===== src/rtl/rxq_pkg.sv =====
// Shared types and status-word encoding for the receive status queue.
// Assumes a 16-bit status word with an 11-bit length field.
package rxq_pkg;
    localparam int STAT_W = 16;
    localparam int LEN_W  = 11;

    typedef enum logic [2:0] {
        MAC_OK      = 3'd0,
        MAC_OVERRUN = 3'd1,
        MAC_RUNT    = 3'd2,
        MAC_ALIGN   = 3'd3,
        MAC_CRC     = 3'd4,
        MAC_DRIBBLE = 3'd5
    } mac_err_e;

    localparam logic [3:0] CODE_NONE     = 4'b0000;
    localparam logic [3:0] CODE_OVERRUN  = 4'b1000;
    localparam logic [3:0] CODE_RUNT     = 4'b1011;
    localparam logic [3:0] CODE_ALIGN    = 4'b1100;
    localparam logic [3:0] CODE_CRC      = 4'b1101;
    localparam logic [3:0] CODE_OVERSIZE = 4'b1001;
    localparam logic [3:0] CODE_DRIBBLE  = 4'b0010;

    // Map a MAC error class to the 4-bit status code; length overflow wins.
    function automatic logic [3:0] err_code(input logic [2:0] cls, input logic oversize);
        logic [3:0] c;
        if (oversize) begin
            c = CODE_OVERSIZE;
        end else begin
            case (cls)
                MAC_OVERRUN: c = CODE_OVERRUN;
                MAC_RUNT:    c = CODE_RUNT;
                MAC_ALIGN:   c = CODE_ALIGN;
                MAC_CRC:     c = CODE_CRC;
                MAC_DRIBBLE: c = CODE_DRIBBLE;
                default:     c = CODE_NONE;
            endcase
        end
        return c;
    endfunction
endpackage


===== src/rtl/rxq_arrival.sv =====
// Tracks the single packet the MAC is currently storing: running length,
// saturation at MAX_BYTES, and the finished status word on its end.
// Assumes start_ok is only raised while not busy.
module rxq_arrival
    import rxq_pkg::*;
#(
    parameter int MAX_BYTES = 1514
) (
    input  logic              clk,
    input  logic              rst_n,
    input  logic              clr,
    input  logic              start_ok,
    input  logic              byte_in,
    input  logic              end_in,
    input  logic [2:0]        err_in,
    output logic              busy,
    output logic [LEN_W-1:0]  run_len,
    output logic              push,
    output logic [STAT_W-1:0] push_word
);
    logic             over;
    logic [LEN_W-1:0] len_nx;
    logic             over_nx;

    // Next length and overflow, counting a byte in the current cycle.
    always_comb begin
        len_nx  = run_len;
        over_nx = over;
        if (busy && byte_in) begin
            if (run_len == LEN_W'(MAX_BYTES)) over_nx = 1'b1;
            else                              len_nx  = run_len + 1'b1;
        end
    end

    assign push      = busy && end_in;
    assign push_word = {1'b0, err_code(err_in, over_nx), len_nx};

    // Packet-in-progress state.
    always_ff @(posedge clk) begin
        if (!rst_n || clr) begin
            busy    <= 1'b0;
            run_len <= '0;
            over    <= 1'b0;
        end else if (start_ok) begin
            busy    <= 1'b1;
            run_len <= '0;
            over    <= 1'b0;
        end else if (busy) begin
            busy    <= !end_in;
            run_len <= len_nx;
            over    <= over_nx;
        end
    end

    a_r4_len_cap: assert property (@(posedge clk) disable iff (!rst_n)
        busy |-> run_len <= LEN_W'(MAX_BYTES));
endmodule


===== src/rtl/rxq_store.sv =====
// Circular store of completed packet status words, oldest at the head.
// Assumes push never arrives when full and pop only when non-empty.
module rxq_store
    import rxq_pkg::*;
#(
    parameter  int DEPTH = 8,
    localparam int PTR_W = (DEPTH > 1) ? $clog2(DEPTH) : 1,
    localparam int OCC_W = $clog2(DEPTH + 1)
) (
    input  logic              clk,
    input  logic              rst_n,
    input  logic              clr,
    input  logic              push,
    input  logic [STAT_W-1:0] push_word,
    input  logic              pop,
    output logic [STAT_W-1:0] head_word,
    output logic [OCC_W-1:0]  fill
);
    logic [STAT_W-1:0] slots [DEPTH];
    logic [PTR_W-1:0]  wr_ptr;
    logic [PTR_W-1:0]  rd_ptr;

    function automatic logic [PTR_W-1:0] step_ptr(input logic [PTR_W-1:0] p);
        return (p == PTR_W'(DEPTH - 1)) ? '0 : p + 1'b1;
    endfunction

    assign head_word = slots[rd_ptr];

    // Slot write on push.
    always_ff @(posedge clk) begin
        if (push) slots[wr_ptr] <= push_word;
    end

    // Pointer and fill bookkeeping.
    always_ff @(posedge clk) begin
        if (!rst_n || clr) begin
            wr_ptr <= '0;
            rd_ptr <= '0;
            fill   <= '0;
        end else begin
            if (push) wr_ptr <= step_ptr(wr_ptr);
            if (pop)  rd_ptr <= step_ptr(rd_ptr);
            case ({push, pop})
                2'b10:   fill <= fill + 1'b1;
                2'b01:   fill <= fill - 1'b1;
                default: fill <= fill;
            endcase
        end
    end

    a_r5_no_push_full: assert property (@(posedge clk) disable iff (!rst_n)
        push |-> fill < OCC_W'(DEPTH));
    a_r7_pop_nonempty: assert property (@(posedge clk) disable iff (!rst_n)
        pop |-> fill != '0);
endmodule


===== src/rtl/rxq_rd_guard.sv =====
// Counts host reads from the head packet and raises a sticky underrun
// when a read goes past the head's length. Cleared only by reset.
module rxq_rd_guard
    import rxq_pkg::*;
(
    input  logic             clk,
    input  logic             rst_n,
    input  logic             clr,
    input  logic             host_rd,
    input  logic             pop,
    input  logic [LEN_W-1:0] head_len,
    output logic             underrun
);
    logic [LEN_W-1:0] rd_cnt;

    // Read counter per head packet and sticky failure flag.
    always_ff @(posedge clk) begin
        if (!rst_n || clr) begin
            rd_cnt   <= '0;
            underrun <= 1'b0;
        end else if (pop) begin
            rd_cnt <= '0;
        end else if (host_rd) begin
            if (rd_cnt >= head_len) underrun <= 1'b1;
            else                    rd_cnt   <= rd_cnt + 1'b1;
        end
    end

    a_r9_underrun_sticky: assert property (@(posedge clk) disable iff (!rst_n)
        underrun && !clr |=> underrun);
endmodule


===== src/rtl/rxq_status_queue.sv =====
// Receive packet status queue: combines the arrival tracker, the completed
// entry store and the read guard; produces the head word, the completion
// event and the overrun flag. Assumes MAC strobes are single-cycle.
module rxq_status_queue
    import rxq_pkg::*;
#(
    parameter  int DEPTH     = 8,
    parameter  int MAX_BYTES = 1514,
    localparam int OCC_W     = $clog2(DEPTH + 1)
) (
    input  logic        clk,
    input  logic        rst_n,
    input  logic        rx_reset,
    input  logic        pkt_start,
    input  logic        pkt_byte,
    input  logic        pkt_end,
    input  logic [2:0]  pkt_err,
    input  logic        host_rd,
    input  logic        discard,
    output logic [15:0] head_status,
    output logic        rx_complete,
    output logic        status_overrun,
    output logic        rx_underrun
);
    logic              arr_busy;
    logic [LEN_W-1:0]  arr_len;
    logic              push;
    logic [STAT_W-1:0] push_word;
    logic [STAT_W-1:0] head_word;
    logic [OCC_W-1:0]  fill;
    logic              pop;
    logic              start_ok;
    logic              head_ready;
    logic              seen;

    // Occupancy counts the arriving packet as well.
    assign status_overrun = (fill + OCC_W'(arr_busy)) == OCC_W'(DEPTH);
    assign start_ok       = pkt_start && !arr_busy && !status_overrun;
    assign pop            = discard && (fill != '0);
    assign head_ready     = fill != '0;

    rxq_arrival #(.MAX_BYTES(MAX_BYTES)) u_arrival (
        .clk(clk), .rst_n(rst_n), .clr(rx_reset), .start_ok(start_ok),
        .byte_in(pkt_byte), .end_in(pkt_end), .err_in(pkt_err),
        .busy(arr_busy), .run_len(arr_len), .push(push), .push_word(push_word)
    );

    rxq_store #(.DEPTH(DEPTH)) u_store (
        .clk(clk), .rst_n(rst_n), .clr(rx_reset), .push(push),
        .push_word(push_word), .pop(pop), .head_word(head_word), .fill(fill)
    );

    // Head word: completed entry, else arriving packet, else empty marker.
    always_comb begin
        if (head_ready)    head_status = head_word;
        else if (arr_busy) head_status = {1'b1, 4'b0000, arr_len};
        else               head_status = 16'h8000;
    end

    rxq_rd_guard u_rd_guard (
        .clk(clk), .rst_n(rst_n), .clr(rx_reset), .host_rd(host_rd),
        .pop(pop), .head_len(head_status[LEN_W-1:0]), .underrun(rx_underrun)
    );

    // Remembers that the current completed head has already been announced.
    always_ff @(posedge clk) begin
        if (!rst_n || rx_reset || pop) seen <= 1'b0;
        else                           seen <= head_ready;
    end

    assign rx_complete = head_ready && !seen;

    a_r5_refuse_when_full: assert property (@(posedge clk) disable iff (!rst_n)
        status_overrun && pkt_start && !arr_busy |=> !arr_busy);
    a_r6_overrun_release: assert property (@(posedge clk) disable iff (!rst_n)
        status_overrun && discard && !rx_reset |=> !status_overrun);
    a_r8_single_pulse: assert property (@(posedge clk) disable iff (!rst_n)
        rx_complete && !discard |=> !rx_complete);
    a_r10_reset_empties: assert property (@(posedge clk) disable iff (!rst_n)
        rx_reset |=> head_status == 16'h8000 && !status_overrun && !rx_underrun);
endmodule


===== config.mk =====
export PLATFORM = sky130hd
export DESIGN_NAME = rxq_status_queue
export DESIGN_NICKNAME = d
export VERILOG_FILES = /design/src/rtl/rxq_pkg.sv /design/src/rtl/rxq_arrival.sv /design/src/rtl/rxq_store.sv /design/src/rtl/rxq_rd_guard.sv /design/src/rtl/rxq_status_queue.sv
export SDC_FILE = /design/constraint.sdc
export NUM_CORES = 1
export LEC_CHECK = 0
export BUFFER_PORTS_ARGS = -buffer_cell sky130_fd_sc_hd__buf_4
export CAP_MARGIN = 20
export CORE_MARGIN = 2
export CORE_UTILIZATION = 46
export CTS_BUF_LIST = sky130_fd_sc_hd__clkbuf_8
export CTS_CLUSTER_SIZE = 24
export DETAILED_ROUTE_END_ITERATION = 7
export GPL_TIMING_DRIVEN = 0
export PLACE_DENSITY = 0.63
export SLEW_MARGIN = 30
export SYNTH_ARGS = -nofsm -noshare
export SYNTH_HDL_FRONTEND = slang
export SYNTH_SLANG_ARGS = --single-unit
export TNS_END_PERCENT = 50

===== constraint.sdc =====
create_clock -name clk -period 6.6 [get_ports clk]
set_input_delay 0.99 -clock clk [delete_from_list [all_inputs] [get_ports clk]]
set_output_delay 0.99 -clock clk [all_outputs]
set_load 0.01 [all_outputs]

# Word-level counts from Yosys, hierarchy flattened
# Memory sizes are Yosys's and may differ from the RTL's. A register that Yosys moved wholly into a read port is not among the register bits.
# Cells that the tools add are included.
dict set report totals {
  reg_bits 36
  mem_bits_rw 120
  out_inout_bits 19
  n_memories 1
}
dict set report op_classes {
  addsub 7
  magnitude_cmp 1
  n_eq_ne 11
  muxes 17
  n_bitwise 2
  n_reduce_logical 19
}
# memory words word_bits rd rd_clocked_by_memory_dff write_ports line
set mem_list {}
lappend mem_list {u_store.slots 8 15 1 1 1 rxq_store.sv:19} ;# logic [STAT_W-1:0] slots [DEPTH];
# operator n
set ops {}
lappend ops {{11-bit 2-to-1 mux} 3}
lappend ops {{11-bit by 1-bit adder with 11-bit output (second input constant)} 2}
lappend ops {{4-bit one-hot mux with 5 select lines} 1}
lappend ops {{16-bit 2-to-1 mux} 1}
lappend ops {{3-bit == test (second input constant)} 4}
lappend ops {{3-bit 2-to-1 mux} 4}
lappend ops {{11-bit == test (second input constant)} 1}
lappend ops {{11-bit greater-or-equal comparator} 1}
lappend ops {{4-bit one-hot mux with 2 select lines} 1}
lappend ops {{3-bit by 1-bit adder with 3-bit output (second input constant)} 2}
lappend ops {{3-bit by 2-bit == test with 1-bit output (second input constant)} 2}
lappend ops {{1-bit logical AND} 6}
lappend ops {{1-bit 2-to-1 mux} 6}
lappend ops {{1-bit zero test} 5}
lappend ops {{4-bit by 1-bit adder with 4-bit output} 1}
lappend ops {{4-bit by 1-bit adder with 4-bit output (second input constant)} 1}
lappend ops {{4-bit == test (second input constant)} 1}
lappend ops {{4-bit 2-to-1 mux} 1}
lappend ops {{4-bit nonzero test} 1}
lappend ops {{2-bit OR reduction} 2}
lappend ops {{4-bit by 1-bit subtractor with 4-bit output (second input constant)} 1}
lappend ops {{3-bit by 1-bit == test with 1-bit output (second input constant)} 1}
lappend ops {{3-bit AND reduction} 1}
lappend ops {{2-bit by 1-bit == test with 1-bit output (second input constant)} 1}
lappend ops {{other kinds (5)} 7}

# Longest topological paths before layout
dict set report depth {
  word_depth 5
  depth_mapped 11
  ltp_nobuf 9
}

# Modules after synthesis
# A second synthesis with hierarchy kept.
dict set report hier_totals {
  hier_cells 535
  hier_area_um2 7681.1
}
# module instances cells_each area_per_inst_um2 seq_area_each_um2
set by_module_without_submodules {}
lappend by_module_without_submodules {rxq_store 1 260 5569.1 4103.9}
lappend by_module_without_submodules {rxq_rd_guard 1 113 925.9 240.2}
lappend by_module_without_submodules {rxq_arrival 1 106 862.1 260.2}
lappend by_module_without_submodules {rxq_status_queue 1 56 324.1 20.0}

# Worst setup path after synthesis
# Ideal clock, no wire load.
dict set report synth_path {
  path_type {reg2reg}
  startpoint {reg u_store.fill[1]}
  endpoint {reg u_rd_guard.rd_cnt[8]}
  setup_ns 0.070
  arrival_time_ns 3.285
  t_required_ns 6.530
  slack_ns 3.245
  stages_incl_launch_ff 11
  cell_sequence {dfxtp_1 > nor4_1 > clkbuf_1 > clkbuf_1 > o21ai_0 > ha_1 > nand2b_4 > a2111oi_4 > nor3_1 > or4_1 > a21oi_1}
}
dict set report synth_via {
  elab_chain_len 5
  elab_cells_between_ends 7
  cone_classes {order compare: 1; mux: 1; bitwise: 1; reduce/logical: 4}
}
# element line
set synth_lines {}
lappend synth_lines {{start, declared} rxq_store.sv:17} ;# output logic [OCC_W-1:0] fill
lappend synth_lines {{start signal, assigned} rxq_store.sv:44} ;# 2'b10: fill <= fill + 1'b1;
lappend synth_lines {{start signal, assigned} rxq_store.sv:45} ;# 2'b01: fill <= fill - 1'b1;
lappend synth_lines {{start signal, assigned} rxq_store.sv:46} ;# default: fill <= fill;
lappend synth_lines {{4-bit nonzero test} rxq_status_queue.sv:40} ;# assign head_ready = fill != '0;
lappend synth_lines {{16-bit 2-to-1 mux} rxq_status_queue.sv:55} ;# if (head_ready) head_status = head_word;
lappend synth_lines {{via head_status[0]} rxq_status_queue.sv:20} ;# output logic [15:0] head_status,
lappend synth_lines {{11-bit greater-or-equal comparator} rxq_rd_guard.sv:24} ;# if (rd_cnt >= head_len) underrun <= 1'b1;
lappend synth_lines {{1-bit inverter (no line)} --}
lappend synth_lines {{2-bit AND reduction (no line)} --}
lappend synth_lines {{end signal, assigned} rxq_rd_guard.sv:25} ;# else rd_cnt <= rd_cnt + 1'b1;
lappend synth_lines {{end, declared} rxq_rd_guard.sv:14} ;# logic [LEN_W-1:0] rd_cnt;
# The timed path passes the listed nets, and every way through them passes these cells.
# A chain may end at the register's enable or synchronous reset.

# Worst setup path in the final report
dict set report layout_path {
  startpoint {reg u_store.fill[1]}
  endpoint {reg u_rd_guard.rd_cnt[5]}
}
dict set report layout_via {
  elab_chain_len 5
  elab_cells_between_ends 7
  cone_classes {order compare: 1; mux: 1; bitwise: 1; reduce/logical: 4}
}
# element line
set layout_lines {}
lappend layout_lines {{4-bit nonzero test (*)} {rxq_status_queue.sv:39, rxq_status_queue.sv:40}}
lappend layout_lines {{16-bit 2-to-1 mux} rxq_status_queue.sv:55}
lappend layout_lines {{11-bit greater-or-equal comparator} rxq_rd_guard.sv:24}
lappend layout_lines {{1-bit inverter (no line)} --}
lappend layout_lines {{2-bit AND reduction (no line)} --}
# Every way passes the cells marked *; elsewhere a longest branch is shown, timed or not.

==> impl_results.md <==
- Status: finished, final reports clean
- Ant diodes: 0
- Seq/Total Area, Yosys: 62.6%
- Critical path endpoint category: register
- Worst Setup SP: u_store.fill[1]$_SDFFE_PP0P_
- Layout cells sized above 1: 22.3%
- First-pass GRT wire length: 23.1 mm
- Worst Path Arrival: 4590 ps
- DIE HEIGHT: 127 um
- RSZ-0062 raised after global routing: false
- Synth-to-layout area growth: 13.6%
- Min cycle time layout: 4220 ps
- Netlist cell types: 49
- Port bufs: 29
- Pleak: 2.66 nW
- CTS Root Cell: clkbuf_8
- Vias in the first global route: 4297
- Wire per inst: 19.6 um
- Vias per cell: 5.62
- Placed insts: 708
- DRT Pass-1 Iters: 5
- Number of flops mapped to enable cells by yosys: 120
- Slowest stage delay, CP: 540 ps
- DP Wirelength: 10.3 mm
- Final ANT Viol Nets: 0
- Die Wd: 127 um
- R2R Setup Slk: 2380 ps
- Fin crit share: 64.0%
- Clock Skew: 9.68 ps
- Final setup violation count: 0
- Slew Limit Fails: 0
- Syn_nets: 515
- Synth async-reset ratio: 0%
- Final Hold Viols: 0
- Gates resized, CTS repair: 0
- Residual DRC: 0
- CP cell instances: nor4_1 -> clkbuf_1 -> clkbuf_1 -> o21ai_0 -> ha_1 -> nand2b_4 -> a2111oi_4 -> o31ai_2 -> or4_1 -> a21oi_1
- CP endpoint: u_rd_guard.rd_cnt[5]$_SDFFE_PP0P_
- Synth Register Bits: 159
- CP Buf/Inv Count: 2
- Fin area: 7950 um2
- Clock transition at path regs: 90 ps
- Gr ovfl total: 0
- Reg-to-Reg Start: u_store.fill[1]$_SDFFE_PP0P_
- Startpoint types: register
- R2R cell count: 10
- Worst path depth: 10
- CTS max path bufs: 2
- Placed Area: 7580 um2
- DRT iter0 DRCs: 234
- Worst hold path cell count: 2
- Final Non-Filler Cells: 740
- Critical path type: reg -> reg
- Fmax achieved: 237 MHz
- CTS tree: done
- Post-Syn Area: 7000 um2
- Worst rel slew slack: 43.7%
- Critical Path Fanout Max: 10
- Core area: 15000 um2
- Maximum vdd drop: 0.149 mV
- PwrDens: 224 nW/um2
- Post-CTS setup repair buffer count: 0
- Largest net degree at the start of global routing: 17
- Design Power: 1.78 mW
- TritonCTS Buffers: 17
- Ys flop type: edfxtp_1
- Average cell area after synthesis: 14.6 um2
- Cells after Synth: 480
- H-tree Lvls: 4
- Worst Hold Class: reg -> reg
- WHS: 466 ps
- CTS sink cnt: 159
- IO Count: 30
- Initial Util: 46.6%
- DIE AREA: 16200 um2
- Initial antenna violation count: 0
- Total number of yosys warnings: 0
- Worst-Skew Late Latency: 440 ps
- Critical path's top delay family: simple AND/OR/NAND/NOR gates
- Critical path's most frequent cell: clkbuf_1
- Critical path's slowest cell: nor4_1
- Reg2reg end: u_rd_guard.rd_cnt[5]$_SDFFE_PP0P_
- TNS Setup: 0 ps
- RD Place Congestion: 0.918
- DRT Wirelength: 14.5 mm
- Num rows: 45
- Layout net count: 574
- Worst-Margin Slew: 838 ps
- Max Cap Viol: 0
- Via count: 4157
- Total track usage: 19.2%
- WP data required: 6970 ps
- CTS Hold Buffers Added: 0
-- power breakdown --
| part | leakage [nW] | internal, mW | switching, mW |
|---|---|---|---|
| clock | 0.180 | 0.303 | 0.365 |
| sequential | 1.39 | 1.07 | 0.00160 |
| combinational | 1.09 | 0.0166 | 0.0271 |
| total | 2.66 | 1.39 | 0.394 |
-- state kept, by name, indices dropped and copies added, names as in the netlist, named ones only --
name / count
u_rd_guard.rd_cnt: 11
u_store.fill: 4
seen: 1
u_store.wr_ptr: 3
u_store.slots: 120
u_arrival.run_len: 11
u_rd_guard.underrun: 1
u_store.rd_ptr: 3
u_arrival.busy: 1
u_arrival.over: 1
-- cells by family after synthesis --
family,Yosys count,synth area share (%)
multiplexers,49,12.4
buffers and inverters,38,2.29
XOR/XNOR,15,1.88
AO/OA/AOI/OAI,61,6.33
adder cells (fa/ha/maj),24,4.40
AND/OR/NAND/NOR,134,10.1
flip-flops,159,62.6
-- metal layers --
layer,wire [um],GRT usage (%)
met5,0,0
met4,159,5.95
met3,793,4.73
met2,7440,32.5
met1,6140,24.6
-- through the flow --
step | util (%) | setup WS (ps)
6_report | 52.9 | 2380
4_1_cts | 52.9 | 2380
2_1_floorplan | - | 3250
3_3_place_gp | 49.6 | 1800
3_5_place_dp | 50.4 | 2420
5_1_grt | 52.9 | 2160
-- synth_stat cells, types with 6 or more instances --
library cell	number	area share, %
buf_2	6	0.43
xnor2_1	11	1.4
clkbuf_1	11	0.59
inv_1	20	1.1
dfxtp_1	39	11
o31ai_1	6	0.64
nor3_1	11	0.79
nand2_1	20	1.1
nand3_1	24	1.7
a21oi_1	22	1.6
nand4_1	6	0.54
mux2i_1	19	2.7
o21ai_0	6	0.43
o21a_1	11	1.2
mux4_2	30	9.7
nor2_1	30	1.6
ha_1	23	4.1
nor2b_1	14	1.3
edfxtp_1	120	51
or4_1	6	0.64
-- cell usage in the layout, fill, tap and decap left out, types with 20 or more instances in the layout --
master	n
a21oi_1	22
buf_4	38
dfxtp_1	39
edfxtp_1	120
ha_1	23
inv_1	20
mux4_2	30
nand2_1	20
nand3_1	24
nor2_1	27
-- worst min-delay path: stages (launching register included) --
cell and delay (ps):
dfxtp_1 320, inv_1 50, a21oi_1 50
-- final cells by class --
type                    count  area [um2]
well taps                 188         235
inverters                  20        75.1
clock buffers              17         234
plain buffers              18        85.1
flip-flops and latches    159        4380
clock inverters            15         135
repair buffers             40         295
fillers                  1279        7080
multi-input cells         283        2510
-- how the worst min path moves through the flow --
stage | endpoint | from
2_1_floorplan | u_rd_guard.rd_cnt[10]$_SDFFE_PP0P_ | u_rd_guard.rd_cnt[10]$_SDFFE_PP0P_
3_3_place_gp | u_rd_guard.underrun$_SDFFE_PP0P_ | u_rd_guard.underrun$_SDFFE_PP0P_
3_5_place_dp | u_rd_guard.underrun$_SDFFE_PP0P_ | u_rd_guard.underrun$_SDFFE_PP0P_
4_1_cts | u_rd_guard.underrun$_SDFFE_PP0P_ | u_rd_guard.underrun$_SDFFE_PP0P_
5_1_grt | u_rd_guard.underrun$_SDFFE_PP0P_ | u_rd_guard.underrun$_SDFFE_PP0P_
6_report | u_rd_guard.underrun$_SDFFE_PP0P_ | u_rd_guard.underrun$_SDFFE_PP0P_
Power figures use the tool's default switching activity.
